## config.mk

```make
export PLATFORM = sky130hd
export DESIGN_NAME = dram_ras_seq
export DESIGN_NICKNAME = d
export VERILOG_FILES = /design/src/rtl/dram_seq_pkg.sv /design/src/rtl/dram_timing_decode.sv /design/src/rtl/dram_bank_lock.sv /design/src/rtl/dram_ras_fsm.sv /design/src/rtl/dram_ras_seq.sv
export SDC_FILE = /design/constraint.sdc
export NUM_CORES = 1
export LEC_CHECK = 0
export BUFFER_PORTS_ARGS = -buffer_cell sky130_fd_sc_hd__clkbuf_2
export CORE_MARGIN = 1
export CORE_UTILIZATION = 40
export DETAILED_ROUTE_END_ITERATION = 12
export SYNTH_ARGS = -nofsm -noshare
export SYNTH_HDL_FRONTEND = slang
export SYNTH_SLANG_ARGS = --single-unit
```

## constraint.sdc

```tcl
create_clock -name clk -period 1.7 [get_ports clk]
set_clock_uncertainty 0.1 [all_clocks]
set_input_delay 0.17 -clock clk [delete_from_list [all_inputs] [get_ports clk]]
set_output_delay 0.17 -clock clk [all_outputs]
set_load 0.03 [all_outputs]
```

## src/rtl/dram_seq_pkg.sv

```systemverilog
package dram_seq_pkg;

  localparam int CODE_W = 2;
  localparam int CNT_W  = 4;

  typedef logic [CNT_W-1:0] cyc_t;

  typedef enum logic [1:0] {
    ST_IDLE = 2'd0,
    ST_ACC  = 2'd1,
    ST_REF  = 2'd2
  } seq_state_e;

  // wait states before ready; reserved code falls back to the longest
  function automatic cyc_t ws_decode(input logic [CODE_W-1:0] code);
    case (code)
      2'b00:   return cyc_t'(3);
      2'b01:   return cyc_t'(4);
      default: return cyc_t'(5);
    endcase
  endfunction

  // precharge lockout, top two codes share the same length
  function automatic cyc_t pre_decode(input logic [CODE_W-1:0] code);
    case (code)
      2'b00:   return cyc_t'(4);
      2'b01:   return cyc_t'(6);
      default: return cyc_t'(8);
    endcase
  endfunction

  // refresh strobe width grows linearly from four cycles
  function automatic cyc_t rfw_decode(input logic [CODE_W-1:0] code);
    case (code)
      2'b00:   return cyc_t'(4);
      2'b01:   return cyc_t'(5);
      2'b10:   return cyc_t'(6);
      default: return cyc_t'(7);
    endcase
  endfunction

endpackage

```

## src/rtl/dram_timing_decode.sv

```systemverilog
module dram_timing_decode
  import dram_seq_pkg::*;
#(
  parameter  int NBANK = 4,
  localparam int CFG_W = CODE_W * NBANK
) (
  input  logic [CFG_W-1:0] cfg_wait_i,
  input  logic [CFG_W-1:0] cfg_pre_i,
  input  logic [CFG_W-1:0] cfg_rfw_i,
  output cyc_t             wait_o [NBANK],
  output cyc_t             pre_o  [NBANK],
  output cyc_t             rfw_o  [NBANK]
);

  for (genvar b = 0; b < NBANK; b++) begin : g_bank
    assign wait_o[b] = ws_decode (cfg_wait_i[CODE_W*b +: CODE_W]);
    assign pre_o[b]  = pre_decode(cfg_pre_i [CODE_W*b +: CODE_W]);
    assign rfw_o[b]  = rfw_decode(cfg_rfw_i [CODE_W*b +: CODE_W]);
  end

endmodule

```

## src/rtl/dram_bank_lock.sv

```systemverilog
module dram_bank_lock
  import dram_seq_pkg::*;
#(
  parameter  int NBANK  = 4,
  localparam int BANK_W = $clog2(NBANK)
) (
  input  logic              clk,
  input  logic              rst_n,
  input  logic              close_i,
  input  logic [BANK_W-1:0] close_bank_i,
  input  cyc_t              pre_i [NBANK],
  output logic [NBANK-1:0]  ready_o
);

  for (genvar b = 0; b < NBANK; b++) begin : g_lock
    cyc_t cnt_q, cnt_d;
    logic load, cnt_en;

    always_comb begin
      load   = close_i && (close_bank_i == BANK_W'(b));
      cnt_en = load || (cnt_q != '0);
      cnt_d  = load ? pre_i[b] : (cnt_q - cyc_t'(1));
    end

    always_ff @(posedge clk or negedge rst_n) begin
      if (!rst_n) begin
        cnt_q <= '0;
      end else if (cnt_en) begin
        cnt_q <= cnt_d;
      end
    end

    // the strobe may rise on the edge where the count leaves 1
    assign ready_o[b] = (cnt_q <= cyc_t'(1));
  end

endmodule

```

## src/rtl/dram_ras_fsm.sv

```systemverilog
module dram_ras_fsm
  import dram_seq_pkg::*;
#(
  parameter  int NBANK  = 4,
  localparam int BANK_W = $clog2(NBANK)
) (
  input  logic              clk,
  input  logic              rst_n,
  input  logic              acc_req_i,
  input  logic [BANK_W-1:0] acc_bank_i,
  input  logic              ref_req_i,
  input  logic [BANK_W-1:0] ref_bank_i,
  input  logic [NBANK-1:0]  bank_ready_i,
  input  cyc_t              acc_wait_i,
  input  cyc_t              ref_width_i,
  output logic [NBANK-1:0]  ras_o,
  output logic              ack_o,
  output logic              done_o,
  output logic              close_o,
  output logic [BANK_W-1:0] close_bank_o,
  output logic              start_o,
  output logic              start_ref_o,
  output logic [BANK_W-1:0] start_bank_o
);

  seq_state_e        state_q, state_d;
  cyc_t              cnt_q, cnt_d;
  logic [BANK_W-1:0] bank_q, bank_d;
  logic [NBANK-1:0]  ras_q, ras_d;
  logic              cnt_en, finish, start, start_ref;

  always_comb begin
    state_d   = state_q;
    cnt_d     = cnt_q;
    bank_d    = bank_q;
    ras_d     = ras_q;
    cnt_en    = 1'b0;
    start     = 1'b0;
    start_ref = 1'b0;
    finish    = (state_q != ST_IDLE) && (cnt_q == '0);

    case (state_q)
      ST_IDLE: begin
        if (ref_req_i) begin
          // refresh wins; an access waits even if the refresh bank is locked
          if (bank_ready_i[ref_bank_i]) begin
            start     = 1'b1;
            start_ref = 1'b1;
            state_d   = ST_REF;
            bank_d    = ref_bank_i;
            cnt_d     = ref_width_i - cyc_t'(1);
            cnt_en    = 1'b1;
          end
        end else if (acc_req_i && bank_ready_i[acc_bank_i]) begin
          start   = 1'b1;
          state_d = ST_ACC;
          bank_d  = acc_bank_i;
          cnt_d   = acc_wait_i;
          cnt_en  = 1'b1;
        end
      end
      default: begin
        cnt_en = 1'b1;
        if (finish) begin
          state_d = ST_IDLE;
        end else begin
          cnt_d = cnt_q - cyc_t'(1);
        end
      end
    endcase

    if (start) begin
      ras_d         = '0;
      ras_d[bank_d] = 1'b1;
    end else if (finish) begin
      ras_d = '0;
    end
  end

  always_ff @(posedge clk or negedge rst_n) begin
    if (!rst_n) begin
      state_q <= ST_IDLE;
      cnt_q   <= '0;
      bank_q  <= '0;
      ras_q   <= '0;
    end else begin
      state_q <= state_d;
      ras_q   <= ras_d;
      if (cnt_en) begin
        cnt_q  <= cnt_d;
        bank_q <= bank_d;
      end
    end
  end

  assign ras_o        = ras_q;
  assign ack_o        = (state_q == ST_ACC) && (cnt_q == '0);
  assign done_o       = (state_q == ST_REF) && (cnt_q == '0);
  assign close_o      = finish;
  assign close_bank_o = bank_q;
  assign start_o      = start;
  assign start_ref_o  = start_ref;
  assign start_bank_o = bank_d;

endmodule

```

## src/rtl/dram_ras_seq.sv

```systemverilog
module dram_ras_seq
  import dram_seq_pkg::*;
#(
  parameter  int NBANK  = 4,
  localparam int BANK_W = $clog2(NBANK),
  localparam int CFG_W  = CODE_W * NBANK
) (
  input  logic              clk,
  input  logic              rst_n,
  input  logic [CFG_W-1:0]  cfg_wait_i,
  input  logic [CFG_W-1:0]  cfg_pre_i,
  input  logic [CFG_W-1:0]  cfg_rfw_i,
  input  logic              acc_req_i,
  input  logic [BANK_W-1:0] acc_bank_i,
  input  logic              ref_req_i,
  input  logic [BANK_W-1:0] ref_bank_i,
  output logic [NBANK-1:0]  ras_o,
  output logic              acc_ack_o,
  output logic              ref_done_o
);

  // asynchronous assertion, synchronous release
  logic [1:0] rst_pipe_q;
  logic       rst_sync_n;

  always_ff @(posedge clk or negedge rst_n) begin
    if (!rst_n) begin
      rst_pipe_q <= '0;
    end else begin
      rst_pipe_q <= {rst_pipe_q[0], 1'b1};
    end
  end
  assign rst_sync_n = rst_pipe_q[1];

  cyc_t              wait_cyc [NBANK];
  cyc_t              pre_cyc  [NBANK];
  cyc_t              rfw_cyc  [NBANK];
  logic [NBANK-1:0]  bank_ready;
  logic              fsm_close;
  logic [BANK_W-1:0] fsm_close_bank;
  logic              fsm_start;
  logic              fsm_start_ref;
  logic [BANK_W-1:0] fsm_start_bank;
  cyc_t              sel_wait;
  cyc_t              sel_width;

  dram_timing_decode #(.NBANK(NBANK)) u_decode (
    .cfg_wait_i (cfg_wait_i),
    .cfg_pre_i  (cfg_pre_i),
    .cfg_rfw_i  (cfg_rfw_i),
    .wait_o     (wait_cyc),
    .pre_o      (pre_cyc),
    .rfw_o      (rfw_cyc)
  );

  assign sel_wait  = wait_cyc[acc_bank_i];
  assign sel_width = rfw_cyc[ref_bank_i];

  dram_bank_lock #(.NBANK(NBANK)) u_lock (
    .clk          (clk),
    .rst_n        (rst_sync_n),
    .close_i      (fsm_close),
    .close_bank_i (fsm_close_bank),
    .pre_i        (pre_cyc),
    .ready_o      (bank_ready)
  );

  dram_ras_fsm #(.NBANK(NBANK)) u_fsm (
    .clk          (clk),
    .rst_n        (rst_sync_n),
    .acc_req_i    (acc_req_i),
    .acc_bank_i   (acc_bank_i),
    .ref_req_i    (ref_req_i),
    .ref_bank_i   (ref_bank_i),
    .bank_ready_i (bank_ready),
    .acc_wait_i   (sel_wait),
    .ref_width_i  (sel_width),
    .ras_o        (ras_o),
    .ack_o        (acc_ack_o),
    .done_o       (ref_done_o),
    .close_o      (fsm_close),
    .close_bank_o (fsm_close_bank),
    .start_o      (fsm_start),
    .start_ref_o  (fsm_start_ref),
    .start_bank_o (fsm_start_bank)
  );

endmodule

```

==> results of run 1 <==
## routing by layer
| metal | routed length (um) | up-vias | part of all wire (%) |
|---|---|---|---|
| li1 | - | 981 | - |
| met2 | 2316 | 29 | 47 |
| met5 | 0 | - | 0 |
| met3 | 166 | 6 | 3.4 |
| met1 | 2367 | 921 | 48 |
| met4 | 57 | 0 | 1.2 |
## area by class of cell
type | instances | share of cell area [%]
tap | 67 | 2.752
timing repair buffer | 100 | 22.92
clock buffer | 7 | 2.834
inverter | 22 | 2.710
clock inverter | 1 | 0.1643
multi-input combinational | 162 | 43.98
sequential | 30 | 24.64
## timing repair
item / 4_1_cts / 5_1_grt
hold endpoints to repair: 4 / 0
setup endpoints to repair: 18 / 26
hold buffers: 3 / 0
setup buffers: 15 / 5
pin swaps: 6 / 9
resized for setup: 23 / 28
## synth_stat cells, types with 2 or more instances
master / number
nor2b_1: 2
a21oi_1: 16
a21o_1: 3
a22oi_1: 2
a31oi_1: 5
mux4_2: 4
nor3b_1: 3
nand2_1: 17
nor3_1: 9
o21ai_0: 9
mux2i_1: 4
o32ai_1: 3
dfrtp_1: 30
mux2_2: 2
inv_1: 21
nand3_1: 7
nand3b_1: 2
o21a_1: 2
nand2b_1: 6
or3_1: 5
and2_1: 4
xnor2_1: 4
ha_1: 10
nor2_2: 2
o211ai_1: 3
nor2_1: 20
clkbuf_1: 5
## placed cells by master, fill, tap and decap left out, drive strengths merged, types with 4 or more instances in the layout
cell type,instances
buf,60
clkbuf,44
dfrtp,30
nor2,22
inv,22
nand2,17
a21oi,16
ha,10
nor3,9
o21ai,9
nand3,7
nand2b,6
a31oi,5
or3,5
and2,5
mux4,4
mux2i,4
xnor2,4
## worst paths after layout
| kind | from | endpoint | slack, ns |
|---|---|---|---|
| min in group asynchronous | rst_n | rst_pipe_q[0] | 0.11 |
| worst min register to register | rst_pipe_q[1] | u_lock.g_lock[3].cnt_q[0] | 0.13 |
| max in group asynchronous | rst_pipe_q[1] | u_lock.g_lock[0].cnt_q[0] | 1.09 |
| worst max-delay path | u_lock.g_lock[2].cnt_q[0] | u_fsm.ras_o[2] | -0.60 |
| worst max register to register | u_lock.g_lock[2].cnt_q[0] | u_fsm.ras_o[2] | -0.60 |
| worst min-delay path | cfg_pre_i[6] | u_lock.g_lock[3].cnt_q[1] | 0.03 |
## critical path: stages (launching register included)
cell and delay (ns):
dfrtp_1 0.41, ha_1 0.21, o21a_1 0.22, mux4_2 0.56, and2_4 0.20, a211oi_4 0.28
inv_2 0.07, o31ai_2 0.17
## state kept, by name, summed over array words and instances, names as in the netlist
name / cells
u_fsm.ras_o: 4
u_fsm.cnt_q: 4
u_fsm.close_bank_o: 2
u_fsm.state_q: 2
rst_pipe_q: 2
u_lock.g_lock.cnt_q: 16
## report_power, final
| group | switching, uW | internal, uW | leakage, uW | total [uW] |
|---|---|---|---|---|
| registers | 229 | 1050 | 0.000369 | 1270 |
| logic | 1690 | 1880 | 0.00105 | 3560 |
| clock network | 274 | 326 | 0.0000482 | 600 |
| total | 2190 | 3250 | 0.00147 | 5440 |
## per-stage QoR
step	total power, uW	hold WS (ns)	cells	cell area (um2)	TNS [ns]
after floorplan	3068	-0.2256	220	2038	-3.749
after global placement	4174	-0.1431	367	2653	-5.313
after detailed placement	4222	-0.1416	367	2653	-5.844
after CTS	5239	0.03464	392	2964	-6.178
after global routing	5889	0.04525	389	3047	-6.246
final	5437	0.03044	389	3047	-5.435
## logic make-up (layout without fill, tap and decap cells)
kind of cell | count (synthesis) | after routing
AND/OR/NAND/NOR | 80 | 80
other | 1 | 1
buffers and inverters | 28 | 130
adder cells (fa/ha/maj) | 10 | 10
XOR/XNOR | 4 | 4
flip-flops | 30 | 30
AO/OA/AOI/OAI | 57 | 57
multiplexers | 10 | 10
==> run_results.csv, run 1 <==
group,metric,value,unit
final_layout,fin_util,64.50,%
clock_tree,clock_path_buffers,2,
status,violations,"negative setup slack",
final_layout,syn_to_final_growth,54.41,%
clock_tree,insertion_delay,0.28,ns
hold_path,hp-class,"in2reg",
clock_tree,htreeDepth,2,
yosys,synth-simple-area-share,20.10,%
timing,max_freq,434.7,MHz
global_routing,antenna_found_initial,0,
timing,hold_violations,0,
floorplan,fp.dieH,72.24,um
global_routing,grtUsageMet1,28.48,%
yosys,synth-edff-count,0,
yosys,synth_top_area_share,38.05,%
global_routing,grtUsageTotal,21.02,%
global_routing,grt_remaining_overflow,0,
detailed_routing,viasPerCell,4.979,
placed_design,place_hpwl,3767,um
yosys,synth_nets,262,
final_layout,drive_above_1_share,48.76,%
detailed_routing,drt_first_iter_violations,76,
timing,fin_crit_sh,135.3,%
detailed_routing,drtAntennaViolNets,0,
final_layout,regArea,750.7,um2
detailed_routing,wl_per_cell,12.61,um
final_layout,nFillCells,391,
detailed_routing,wirelength,4907,um
final_layout,fin_nets,363,
timing,fin_crit,2.300,ns
clock_tree,numCtsBuffers,5,
clock_tree,clock_sinks,30,
power,power.leakage,0.001467,uW
yosys,synth_xor_area_share,1.776,%
critical_path,reg2reg_depth,7,
power,peakVddDrop,0.9089,mV
global_routing,grt_max_degree,29,
hold_path,min_path_cells,3,
critical_path,worstPathRequired,1.80,ns
floorplan,die_w,72.24,um
timing,timing_max_transition_violations_final,0,
yosys,synth_mux_area_share,7.736,%
yosys,synth_area_leaders,"dfrtp_1 (38%), ha_1 (6.3%), mux4_2 (4.6%), a21oi_1 (4.1%), inv_1 (4.0%)",
clock_tree,root_buffer,"clkbuf_8",
yosys,ys_seq_elements,30,
critical_path,crit_path_max_fanout,4,
floorplan,ios,38,
floorplan,row_count,25,
yosys,avgSynthCellArea,8.969,um2
placed_design,pre_cts_slack,-0.6178,ns
yosys,synth_flop_cell,"dfrtp_1",
power,p_per_area,1785,nW/um2
status,status,"complete, but fails checks",
yosys,synth_compound_area_share,20.48,%
placed_design,portBuffers,37,
flow_run,drv_cap,0,
timing,worst_slack,-0.6004,ns
critical_path,end_kind,"flip-flop",
yosys,yosysWarnings,0,
global_routing,grt_use_met2,34.37,%
global_routing,grt_util_met3,4.444,%
final_layout,multi_input_area,1340,um2
yosys,synth_top_family_by_area,"compound AO/OA/AOI/OAI gates",
yosys,synth_area,1973,um2
timing,rsz0062_at_grt,"true",
floorplan,coreArea,4723,um2
timing,finalSetupViolCount,12,
yosys,syn_inst,220,
yosys,yosysSeqAreaShare,38.05,%
critical_path,crit_type,"reg2reg",
global_routing,grt_pass1_vias,1912,
detailed_routing,first_pass_iters,4,
floorplan,start_util,41.77,%
yosys,synth_area_leader_cell,"dfrtp_1",
final_layout,antenna_cells,0,
clock_tree,tritoncts,"built",
clock_tree,path_clk_slew,0.07,ns
placed_design,gp_congestion,0.8152,
yosys,synth-adder-area-share,6.341,%
global_routing,top_usage_layer,"met2",
global_routing,grt_pass1_wl,8473,um
yosys,synth.distinct_cells,47,
detailed_routing,dr_total_vias,1937,
critical_path,cp.arrival,2.40,ns
detailed_routing,drc,0,
yosys,async_flop_share,100.0,%
critical_path,cp-start-kind,"flip-flop",
floorplan,die_area,5218,um2
Power figures use the tool's default switching activity.
==> run 2, diff against run 1 <==
==> constraint.sdc (replaced) <==
create_clock -name clk -period 2.67 [get_ports clk]
set_clock_uncertainty 0.1 [all_clocks]
set_input_delay 0.267 -clock clk [delete_from_list [all_inputs] [get_ports clk]]
set_output_delay 0.267 -clock clk [all_outputs]
set_load 0.03 [all_outputs]
==> run 2 against run 1 <==
  * Critical path type unchanged
  * Critical endpoint is now u_fsm.cnt_q[0]
  * Sequential share of layout area up 6.6 points
  * Largest power group unchanged
  * Sequential power is 34% lower
  * The flow now finishes without violations
  * Cell count decreased by 15%
  * Die area is the same
  * Sequential cell count did not move
  * Power down 49%
  * Global-route usage shrank 2.7 points
  * Fmax fell by 6.7%
==> run_results.csv, run 2 (same netlist as run 1, synthesis figures left out) <==
group,metric,value,unit
clock_tree,insertion_delay,0.29,ns
timing,fin_crit,2.466,ns
detailed_routing,drtAntennaViolNets,0,
final_layout,regMostFlops,"u_lock.g_lock.cnt_q",
critical_path,worstPathRequired,2.75,ns
global_routing,grt_use_met2,28.66,%
floorplan,die_area,5218,um2
clock_tree,numCtsBuffers,5,
floorplan,ios,38,
clock_tree,root_buffer,"clkbuf_8",
global_routing,grt_util_met3,4.583,%
critical_path,reg2reg_slack,0.20,ns
final_layout,multi_input_area,1117,um2
detailed_routing,viasPerCell,5.130,
critical_path,cp.arrival,2.54,ns
final_layout,fin_nets,305,
clock_tree,htreeDepth,2,
detailed_routing,drt_first_iter_violations,67,
placed_design,placed_area,2250,um2
detailed_routing,wirelength,4278,um
detailed_routing,drc,0,
power,power.leakage,0.001156,uW
final_layout,instances_no_fill,331,
floorplan,row_count,25,
global_routing,grt_max_degree,18,
critical_path,crit_path_max_fanout,5,
global_routing,grt_remaining_overflow,0,
critical_path,end_kind,"flip-flop",
placed_design,place_inst,322,
status,status,"finished, final reports clean",
timing,slew_headroom,66.61,%
final_layout,drive_above_1_share,25.00,%
timing,hold_violations,0,
global_routing,antenna_found_initial,0,
power,peakVddDrop,0.4592,mV
timing,fin_tns_setup,0,ns
clock_tree,tritoncts,"built",
detailed_routing,dr_total_vias,1698,
critical_path,crit_type,"reg2reg",
clock_tree,path_clk_slew,0.07,ns
clock_tree,clock_path_buffers,2,
power,p_per_area,1148,nW/um2
floorplan,start_util,41.77,%
final_layout,largest_reg_flops,16,
placed_design,place_hpwl,3382,um
final_layout,antenna_cells,0,
final_layout,nFillCells,473,
timing,fin_crit_sh,92.35,%
timing,max_freq,405.6,MHz
floorplan,coreArea,4723,um2
final_layout,layout_common_cells,"clkbuf_2 (37), dfrtp_1 (30), inv_1 (21), nor2_1 (20), nand2_1 (17)",
final_layout,layout_commonest_cell,"clkbuf_2",
global_routing,grt_pass1_vias,1630,
timing,timing_max_transition_violations_final,0,
global_routing,grtUsageTotal,18.36,%
final_layout,regArea,750.7,um2
placed_design,portBuffers,37,
flow_run,drv_cap,0,
placed_design,gp_congestion,0.7802,
timing,finalSetupViolCount,0,
final_layout,stdcell_area,2402,um2
detailed_routing,first_pass_iters,4,
timing,tightest_slew,0.5009,ns
detailed_routing,wl_per_cell,12.92,um
hold_path,hp-class,"in2reg",
global_routing,grtUsageMet1,25.02,%
critical_path,cp-start-kind,"flip-flop",
timing,rsz0062_at_grt,"false",
floorplan,die_w,72.24,um
final_layout,fin_util,50.86,%
global_routing,top_usage_layer,"met2",
power,power,2759,uW
final_layout,syn_to_final_growth,21.75,%
global_routing,grt_pass1_wl,7314,um
floorplan,fp.dieH,72.24,um
clock_tree,clock_sinks,30,
-- run 2: cell count changes in the layout (fill, tap and decap cells not counted), moves of 4 or more --
cell / before / now
buf_4: 56 / 4
inv_1: 11 / 21
inv_2: 11 / 1
ha_1: 2 / 10
ha_4: 6 / 0
nand2_1: 12 / 17
o21ai_0: 4 / 9
buf_6: 4 / 0
-- run 2: power breakdown --
| part | switching, uW | internal, uW | total, uW |
|---|---|---|---|
| Combinational | 738 | 599 | 1340 |
| Sequential | 178 | 665 | 843 |
| Clock | 180 | 398 | 578 |
-- run 2: layout make-up --
cell class	count	area share, %
multi-input cells	162	46.51
flip-flops and latches	30	31.25
repair buffers	42	9.375
well taps	67	3.490
clock buffers	6	3.438
inverters	22	3.438
clock inverters	2	2.500
-- run 2: worst paths after layout --
check	to	cells after the start	start
setup / recovery	u_fsm.cnt_q[0]	7	u_lock.g_lock[1].cnt_q[0]
hold / removal	u_lock.g_lock[0].cnt_q[2]	2	cfg_pre_i[1]
setup reg to reg	u_fsm.cnt_q[0]	7	u_lock.g_lock[1].cnt_q[0]
hold reg to reg	u_fsm.cnt_q[2]	0	rst_pipe_q[1]
max in group asynchronous	u_lock.g_lock[2].cnt_q[3]	1	rst_pipe_q[1]
min in group asynchronous	u_fsm.cnt_q[2]	0	rst_pipe_q[1]
-- run 2: worst max-delay path, stage by stage (launching register included) --
cell      delay [ns]
dfrtp_1         0.35
inv_1           0.08
ha_1            0.26
o21a_2          0.24
mux4_2          0.52
a221oi_2        0.45
nor2_2          0.10
o221a_1         0.25
-- run 2: repair_timing --
item | in CTS | in global routing
hold buffers | 1 | 0
buffers inserted | 0 | 0
gates resized for setup | 0 | 0
endpoints found under the hold margin | 2 | 0
-- run 2: routing by layer --
layer  vias up  part of all wire [%]
li1        873                     -
met1       785                    51
met2        32                    44
met3         8                   4.2
met4         0                   1.3
met5         -                     0
-- run 2: stage by stage --
stage / setup WS (ns) / hold slack [ns]
after floorplan: 0.3944 / -0.1286
after global placement: 0.2731 / -0.04508
after detailed placement: 0.1971 / -0.04421
after CTS: 0.1946 / 0.06858
after global routing: 0.07406 / 0.06656
final: 0.2043 / 0.07631
==> run 3, diff against run 2 <==
--- a/config.mk
+++ b/config.mk
@@ -8,7 +8,10 @@
 export BUFFER_PORTS_ARGS = -buffer_cell sky130_fd_sc_hd__clkbuf_2
 export CORE_MARGIN = 1
 export CORE_UTILIZATION = 40
+export CTS_CLUSTER_DIAMETER = 80
 export DETAILED_ROUTE_END_ITERATION = 12
+export HOLD_SLACK_MARGIN = 0.03
+export PLACE_DENSITY_LB_ADDON = 0.05
 export SYNTH_ARGS = -nofsm -noshare
 export SYNTH_HDL_FRONTEND = slang
 export SYNTH_SLANG_ARGS = --single-unit
==> run 3 against run 2 <==
  * Non-clock buffer count rose by 1
  * Via count decreased by 0.47%
  * Die area did not move
  * Worst hold slack got worse by 0.0034 ns
  * Sequential share of layout area fell by 0.097 points
  * Critical path type unchanged
  * Largest cell class unchanged
==> run_results.csv, run 3 (same netlist as run 1, synthesis figures left out) <==
group,metric,value,unit
critical_path,end_kind,"flip-flop",
detailed_routing,drt_first_iter_violations,97,
clock_tree,tritoncts,"built",
final_layout,fin_nets,306,
clock_tree,insertion_delay,0.28,ns
final_layout,layout_common_cells,"clkbuf_2 (37), dfrtp_1 (30), inv_1 (21), nor2_1 (20), nand2_1 (17)",
final_layout,regMostFlops,"u_lock.g_lock.cnt_q",
hold_path,min_path_cells,2,
global_routing,grt_max_degree,16,
critical_path,worstPathCellList,"inv_1, ha_1, o21a_2, mux4_2, a22oi_1, nand2b_1, o221a_1",
power,peakVddDrop,0.5671,mV
timing,finalSetupViolCount,0,
detailed_routing,drtAntennaViolNets,0,
critical_path,rr_startpoint,"u_lock.g_lock[1].cnt_q[0]",
global_routing,grtUsageTotal,18.63,%
placed_design,gp_congestion,0.8320,
clock_tree,numCtsBuffers,5,
placed_design,placed_area,2257,um2
final_layout,layout_commonest_cell,"clkbuf_2",
clock_tree,root_buffer,"clkbuf_8",
timing,hold_violations,0,
final_layout,drive_above_1_share,25.28,%
floorplan,die_area,5218,um2
critical_path,cp.arrival,2.51,ns
clock_tree,clock_path_buffers,2,
floorplan,coreArea,4723,um2
timing,timing_max_transition_violations_final,0,
hold_path,hp-class,"in2reg",
detailed_routing,dr_total_vias,1690,
detailed_routing,drc,0,
power,p_per_area,1151,nW/um2
final_layout,instances_no_fill,332,
detailed_routing,wirelength,4285,um
timing,slew_headroom,61.07,%
critical_path,regToRegEndpoint,"u_fsm.cnt_q[0]",
floorplan,fp.dieH,72.24,um
power,power.leakage,0.001161,uW
critical_path,crit_path_max_fanout,5,
final_layout,antenna_cells,0,
floorplan,ios,38,
critical_path,slowest_delay,0.53,ns
detailed_routing,wl_per_cell,12.91,um
timing,fin_crit_sh,89.74,%
floorplan,die_w,72.24,um
global_routing,grt_pass1_vias,1661,
placed_design,place_inst,323,
final_layout,syn_to_final_growth,22.13,%
global_routing,antenna_found_initial,0,
critical_path,reg2reg_slack,0.27,ns
detailed_routing,first_pass_iters,4,
placed_design,portBuffers,37,
detailed_routing,viasPerCell,5.090,
timing,fin_tns_setup,0,ns
clock_tree,postCtsSetupBuffers,0,
critical_path,worstPathRequired,2.79,ns
status,status,"finished, final reports clean",
timing,max_freq,417.4,MHz
placed_design,place_hpwl,3315,um
global_routing,grt_remaining_overflow,0,
clock_tree,htreeDepth,2,
critical_path,worst_path_max_delay_cell,"mux4_2",
final_layout,stdcell_area,2410,um2
floorplan,row_count,25,
critical_path,crit_type,"reg2reg",
final_layout,nFillCells,442,
critical_path,cp-start-kind,"flip-flop",
floorplan,start_util,41.77,%
timing,rsz0062_at_grt,"false",
timing,fin_crit,2.396,ns
final_layout,largest_reg_flops,16,
critical_path,reg2reg_depth,7,
clock_tree,clock_sinks,30,
timing,tightest_slew,0.5839,ns
timing,fin_hold_ws,0.07293,ns
clock_tree,path_clk_slew,0.07,ns
global_routing,grt_pass1_wl,7548,um
flow_run,drv_cap,0,
hold_path,hp-start,"cfg_pre_i[1]",
hold_path,hold_end,"u_lock.g_lock[0].cnt_q[2]",
[run 3: area by class of cell]
class,count,area (um2),area share (%)
multi-input cells,162,1117,46.37
flip-flops and latches,30,750.7,31.15
repair buffers,43,232.7,9.657
well taps,67,83.83,3.479
clock buffers,6,82.58,3.427
inverters,22,82.58,3.427
clock inverters,2,60.06,2.492
[run 3: how the worst max path moves through the flow]
stage	startpoint	endpoint	slack (ns)	cells after the start
after floorplan	u_lock.g_lock[1].cnt_q[0]	u_fsm.cnt_q[0]	0.39	7
after global placement	u_lock.g_lock[2].cnt_q[0]	u_fsm.ras_o[3]	0.31	7
after detailed placement	u_lock.g_lock[1].cnt_q[0]	u_fsm.cnt_q[0]	0.26	7
after CTS	u_lock.g_lock[1].cnt_q[0]	u_fsm.cnt_q[0]	0.25	7
after global routing	u_lock.g_lock[3].cnt_q[0]	u_fsm.ras_o[3]	0.07	8
final	u_lock.g_lock[1].cnt_q[0]	u_fsm.cnt_q[0]	0.27	7
[run 3: power breakdown]
group | leakage (uW) | switching, uW | total (uW) | internal [uW]
sequential | 0.000369 | 181 | 846 | 665
clock | 0.0000714 | 174 | 572 | 398
combinational | 0.000721 | 743 | 1350 | 612
total | 0.00116 | 1100 | 2770 | 1680
[run 3: metrics by stage]
stage	setup slack, ns	power (uW)	util [%]
5_1_grt	0.07069	3035	51.02
3_5_place_dp	0.2633	2196	47.79
2_1_floorplan	0.3944	1872	-
4_1_cts	0.2524	2793	51.02
3_3_place_gp	0.3062	2203	47.79
6_report	0.2739	2773	51.02
[run 3: repair_timing]
item	4_1_cts	5_1_grt
endpoints found under the setup margin	0	0
hold buffers	1	0
hold endpoints to repair	2	0
gates resized for setup	0	0
[run 3: per-layer routing]
metal  track usage, %  vias up  share of wire, %
met1            26.16      781                53
met5                0        -                 0
li1                 -      871                 -
met4            6.536        0               1.1
met2            27.93       32                43
met3            4.722        6               2.8
[run 3: worst max-delay path: cells and delay by family, from the launching register on]
kind,cells,cell delay (ns)
compound gates,3,0.75
flops,1,0.35
buf+inv,1,0.08
mux,1,0.53
fa+ha+maj,1,0.25
simple gates,1,0.26
